## config.mk

```make
export PLATFORM = sky130hd
export DESIGN_NAME = timer_chan
export DESIGN_NICKNAME = d
export VERILOG_FILES = /design/src/rtl/timer_pkg.sv /design/src/rtl/timer_ctrl_dec.sv /design/src/rtl/timer_cnt_core.sv /design/src/rtl/timer_rd_seq.sv /design/src/rtl/timer_chan.sv
export SDC_FILE = /design/constraint.sdc
export NUM_CORES = 1
export LEC_CHECK = 0
export BUFFER_PORTS_ARGS = -buffer_cell sky130_fd_sc_hd__buf_2
export CORE_MARGIN = 5
export CORE_UTILIZATION = 40
export CTS_BUF_LIST = sky130_fd_sc_hd__clkbuf_8
export DETAILED_ROUTE_END_ITERATION = 10
export SLEW_MARGIN = 20
export SYNTH_ARGS = -nofsm -noshare
export SYNTH_HDL_FRONTEND = slang
export SYNTH_SLANG_ARGS = --single-unit
```

## constraint.sdc

```tcl
create_clock -name clk_i -period 5 [get_ports clk_i]
set_clock_uncertainty 0.1 [all_clocks]
set_input_delay 0.75 -clock clk_i [delete_from_list [all_inputs] [get_ports clk_i]]
set_output_delay 0.75 -clock clk_i [all_outputs]
set_load 0.03 [all_outputs]
```

## src/rtl/timer_pkg.sv

```systemverilog
package timer_pkg;
  localparam logic [1:0] SEL_RDBK  = 2'b11;
  localparam logic [1:0] ACC_LATCH = 2'b00;
  localparam logic [1:0] ACC_LOHI  = 2'b11;
  localparam logic [2:0] MODE_TC   = 3'd0;
  localparam logic [2:0] MODE_RATE = 3'd2;
  localparam logic [2:0] MODE_SQW  = 3'd3;

  typedef struct packed {
    logic [1:0] sel;
    logic [1:0] acc;
    logic [2:0] mode;
    logic       bcd;
  } ctrl_t;

  function automatic logic mode_ok(input logic [2:0] m);
    return (m == MODE_TC) || (m == MODE_RATE) || (m == MODE_SQW);
  endfunction
endpackage

```

## src/rtl/timer_ctrl_dec.sv

```systemverilog
module timer_ctrl_dec
  import timer_pkg::*;
#(
  parameter int CHAN_ID = 0
) (
  input  logic       we_i,
  input  ctrl_t      byte_i,
  output logic       latch_o,
  output logic       cfg_o,
  output logic       bad_o,
  output logic [2:0] mode_o
);
  localparam logic [1:0] ID = CHAN_ID[1:0];

  logic hit, rdbk, good;

  assign hit  = we_i && (byte_i.sel == ID);
  assign rdbk = we_i && (byte_i.sel == SEL_RDBK);
  assign good = (byte_i.acc == ACC_LOHI) && mode_ok(byte_i.mode) && !byte_i.bcd;

  assign latch_o = hit && (byte_i.acc == ACC_LATCH);
  assign cfg_o   = hit && good;
  assign bad_o   = rdbk || (hit && (byte_i.acc != ACC_LATCH) && !good);
  assign mode_o  = byte_i.mode;
endmodule

```

## src/rtl/timer_cnt_core.sv

```systemverilog
module timer_cnt_core #(
  parameter int BYTE_W = 8,
  localparam int CNT_W = 2 * BYTE_W
) (
  input  logic              clk_i,
  input  logic              rst_ni,
  input  logic              we_i,
  input  logic [BYTE_W-1:0] data_i,
  input  logic              tick_i,
  input  logic              tc_mode_i,
  output logic [CNT_W-1:0]  count_o,
  output logic              out_o
);
  logic wr_hi_q, run_q;
  logic [CNT_W-1:0] next_full;

  assign next_full = {data_i, count_o[BYTE_W-1:0]};

  always_ff @(posedge clk_i or negedge rst_ni) begin
    if (!rst_ni) begin
      count_o <= '0;
      wr_hi_q <= 1'b0;
      run_q   <= 1'b0;
      out_o   <= 1'b0;
    end else if (we_i) begin
      if (!wr_hi_q) begin
        count_o[BYTE_W-1:0] <= data_i;
        run_q   <= 1'b0;
        out_o   <= 1'b0;
        wr_hi_q <= 1'b1;
      end else begin
        count_o[CNT_W-1:BYTE_W] <= data_i;
        run_q   <= (next_full != '0);
        wr_hi_q <= 1'b0;
      end
    end else if (run_q && tick_i) begin
      count_o <= count_o - 1'b1;
      if (count_o == CNT_W'(1)) begin
        run_q <= 1'b0;
        if (tc_mode_i) out_o <= 1'b1;
      end
    end
  end
endmodule

```

## src/rtl/timer_rd_seq.sv

```systemverilog
module timer_rd_seq #(
  parameter int BYTE_W = 8,
  localparam int CNT_W = 2 * BYTE_W
) (
  input  logic              clk_i,
  input  logic              rst_ni,
  input  logic              latch_i,
  input  logic              re_i,
  input  logic [CNT_W-1:0]  count_i,
  output logic [BYTE_W-1:0] rdata_o
);
  logic             rd_hi_q, latched_q;
  logic [CNT_W-1:0] hold_q, src;

  always_ff @(posedge clk_i or negedge rst_ni) begin
    if (!rst_ni) begin
      rd_hi_q   <= 1'b0;
      latched_q <= 1'b0;
      hold_q    <= '0;
    end else if (latch_i && !latched_q) begin
      latched_q <= 1'b1;
      hold_q    <= count_i;
      rd_hi_q   <= 1'b0;
    end else if (re_i) begin
      rd_hi_q <= !rd_hi_q;
      if (rd_hi_q) latched_q <= 1'b0;
    end
  end

  assign src     = latched_q ? hold_q : count_i;
  assign rdata_o = rd_hi_q ? src[CNT_W-1:BYTE_W] : src[BYTE_W-1:0];
endmodule

```

## src/rtl/timer_chan.sv

```systemverilog
module timer_chan
  import timer_pkg::*;
#(
  parameter int BYTE_W  = 8,
  parameter int CHAN_ID = 0,
  localparam int CNT_W  = 2 * BYTE_W
) (
  input  logic              clk_i,
  input  logic              rst_ni,
  input  logic              tick_i,
  input  logic              ctrl_we_i,
  input  logic              data_we_i,
  input  logic              data_re_i,
  input  logic [BYTE_W-1:0] wdata_i,
  output logic [BYTE_W-1:0] rdata_o,
  output logic              out_o,
  output logic              err_o
);
  logic             latch_cmd, cfg_ok, cfg_bad;
  logic [2:0]       new_mode, mode_q;
  logic [CNT_W-1:0] count_q;

  timer_ctrl_dec #(.CHAN_ID(CHAN_ID)) u_dec (
    .we_i    (ctrl_we_i),
    .byte_i  (ctrl_t'(wdata_i[7:0])),
    .latch_o (latch_cmd),
    .cfg_o   (cfg_ok),
    .bad_o   (cfg_bad),
    .mode_o  (new_mode)
  );

  always_ff @(posedge clk_i or negedge rst_ni) begin
    if (!rst_ni) begin
      mode_q <= MODE_TC;
      err_o  <= 1'b0;
    end else begin
      if (cfg_ok) mode_q <= new_mode;
      if (cfg_ok || latch_cmd) err_o <= 1'b0;
      else if (cfg_bad)        err_o <= 1'b1;
    end
  end

  timer_cnt_core #(.BYTE_W(BYTE_W)) u_cnt (
    .clk_i     (clk_i),
    .rst_ni    (rst_ni),
    .we_i      (data_we_i),
    .data_i    (wdata_i),
    .tick_i    (tick_i),
    .tc_mode_i (mode_q == MODE_TC),
    .count_o   (count_q),
    .out_o     (out_o)
  );

  timer_rd_seq #(.BYTE_W(BYTE_W)) u_rd (
    .clk_i   (clk_i),
    .rst_ni  (rst_ni),
    .latch_i (latch_cmd),
    .re_i    (data_re_i),
    .count_i (count_q),
    .rdata_o (rdata_o)
  );
endmodule

```

==> impl_metrics.json <==
{
  "insertion_delay_ns": 0.30,
  "cap_viol_max_count": 0,
  "multi_input_area_sq_um": 1200,
  "min_period_ns": 2.66,
  "synth_nets": 232,
  "die_area_sq_um": 7510,
  "cts.repair.resized": 0,
  "hold_path.class": "reg2reg",
  "cts-buffers-inserted": 5,
  "clkSlewWorstSetupHoldPaths_ns": 0.08,
  "pre_cts_slack_ns": 2.24,
  "port_buffers": 23,
  "netlist_area_sq_um": 2350,
  "cts-htree-levels": 2,
  "wl_per_cell_um": 17.7,
  "finalWirelength_um": 5480,
  "arrival_ns": 1.81,
  "postCtsSetupRepairBufs": 0,
  "start_util_pct": 40.4,
  "via_per_inst": 5.82,
  "ys_top_cells_by_area": "dfrtp_1 (44%), mux2_2 (7.2%), mux4_2 (6.7%)",
  "vias": 1797,
  "synth_edf_count": 0,
  "instances_no_fill": 309,
  "dp_hpwl_um": 4000,
  "yosys-top-cells-count": "dfrtp_1 (41), o21ai_0 (22), nand2_1 (17)",
  "required_ns": 4.15,
  "timing.final.crit_share_pct": 53.2,
  "n_fill_cell": 595,
  "status": "complete, no violations",
  "n_antenna_cell": 0,
  "nets": 249,
  "ctsHoldBuffers": 0,
  "rsz0062_at_grt": "no",
  "drive_above_1_share_pct": 27.8,
  "grt_first_pass_wirelength_um": 9210,
  "seqCellArea_sq_um": 1030,
  "io_pins": 24,
  "power_mw": 1.44,
  "setup_viol_count_final": 0,
  "path_cells": "mux4_1, buf_2",
  "yosysTopAreaCellShare_pct": 43.6,
  "hold_violations": 0,
  "slowest_delay_ns": 0.71,
  "slew_headroom_pct": 38.2,
  "grt_pass1_vias": 1718,
  "netlist_instances": 216,
  "fp.coreArea_sq_um": 5820,
  "root_buffer": "clkbuf_8",
  "cts_tree": "built",
  "drt_iter0_markers": 178,
  "dr.pass1.iters": 4,
  "drc_errors": 0,
  "fin_area_sq_um": 2550,
  "min_path_cells": 2,
  "async_flop_share_pct": 100,
  "yosysMostFrequentCell": "dfrtp_1",
  "critical-path-slowest-cell": "dfrtp_1",
  "core.rowCount": 28,
  "track_usage_pct": 16.1,
  "yosys_warnings": 0,
  "gp_congestion": 0.804,
  "grt_overflow": 0,
  "vdd_ir_drop_max_uv": 196,
  "synthFlopType": "dfrtp_1",
  "leakagePower_nw": 1.05,
  "ys_seq_area_share_pct": 43.6,
  "cts_sinks": 41,
  "clk_path_buf_depth": 2,
  "placed_cell_area_sq_um": 2460,
  "tightest_slew_ns": 0.927,
  "cp-end-kind": "output pin",
  "ys_seq_elements": 41,
  "path_max_fanout": 10,
  "synth.largest_area_cell": "dfrtp_1",
  "slew_violations": 0,
  "die_w_um": 86.7,
  "holdWs_ns": 0.382,
  "ys_types": 55,
  "final_antenna_net_count": 0,
  "criticalPathCategory": "reg2out",
  "syn_area_per_cell_sq_um": 10.9,
  "cellPowerDensity_nw_per_um2": 567,
  "syn_to_final_growth_pct": 8.36,
  "place_inst": 301,
  "final_util_pct": 43.8,
  "max_freq_mhz": 376,
  "timing.final.ws_setup_ns": 2.34,
  "grt_max_degree": 42,
  "rr_worst_depth": 6,
  "antenna_found_initial": 0,
  "critPathLaunchType": "flop",
  "die_h_um": 86.7,
  "fin_setup_tns_ns": 0
}
state kept, by name, summed over array words and instances (netlist names):
| name | count |
|---|---|
| u_cnt.wr_hi_q | 1 |
| u_cnt.run_q | 1 |
| u_rd.hold_q | 16 |
| err_o | 1 |
| mode_q | 3 |
| u_cnt.count_o | 16 |
| u_rd.latched_q | 1 |
| u_rd.rd_hi_q | 1 |
| u_cnt.out_o | 1 |
worst max-delay path: cells and delay by family, from the launching register on:
family	cells	cell delay, ns
flops	1	0.71
buf+inv	1	0.19
mux	1	0.61
path summary, 6_finish.rpt:
| path | startpoint | endpoint | slack [ns] |
|---|---|---|---|
| hold / removal | u_rd.hold_q[0] | u_rd.hold_q[0] | 0.38 |
| setup reg to reg | u_cnt.count_o[0] | u_cnt.run_q | 2.76 |
| hold reg to reg | u_rd.hold_q[0] | u_rd.hold_q[0] | 0.38 |
| setup / recovery | u_rd.latched_q | rdata_o[0] | 2.34 |
| max in group asynchronous | rst_ni | u_cnt.count_o[3] | 3.74 |
| min in group asynchronous | rst_ni | u_cnt.count_o[2] | 0.48 |
final cells by class:
cell class	count	share of cell area [%]
Clock buffer	5	2.70
Multi-Input combinational cell	156	47.2
Clock inverter	3	0.688
Sequential cell	41	40.3
Timing Repair Buffer	23	4.52
Inverter	6	0.884
Tap cell	75	3.68
metal layers:
| layer | part of all wire (%) | global-route usage (%) | wire, um |
|---|---|---|---|
| met1 | 46 | 21.6 | 2540 |
| met2 | 48 | 25.9 | 2650 |
| met3 | 3.7 | 3.04 | 201 |
| met4 | 1.5 | 5.52 | 80 |
| met5 | 0 | 0 | 0 |
logic make-up (layout without fill, tap and decap cells):
family | after synthesis | count (layout) | share of synthesized area, %
AND/OR/NAND/NOR | 72 | 72 | 18.7
multiplexers | 23 | 23 | 15.0
AO/OA/AOI/OAI | 56 | 56 | 15.3
XOR/XNOR | 3 | 3 | 1.12
buffers and inverters | 19 | 37 | 5.16
flip-flops | 41 | 41 | 43.6
adder cells (fa/ha/maj) | 2 | 2 | 1.06
layout by cell type, fill, tap and decap left out, drive strengths merged, types with 4 or more instances in the layout:
master | Yosys | routed
buf | 9 | 23
or4 | 4 | 4
mux2 | 15 | 15
o21ai | 23 | 23
inv | 6 | 6
nor3 | 5 | 5
nand4 | 4 | 4
mux4 | 8 | 8
clkbuf | 4 | 5
nand2 | 17 | 17
nor4 | 7 | 7
nor2 | 16 | 16
a21oi | 11 | 11
dfrtp | 41 | 41
report_power, final:
group          leakage (nW)  total (mW)  internal (mW)  switching, mW
clock                0.0439       0.216         0.0964          0.119
sequential            0.503       0.661          0.465          0.196
combinational         0.506       0.568          0.262          0.306
Note: power is estimated with default switching activity, not from simulation.
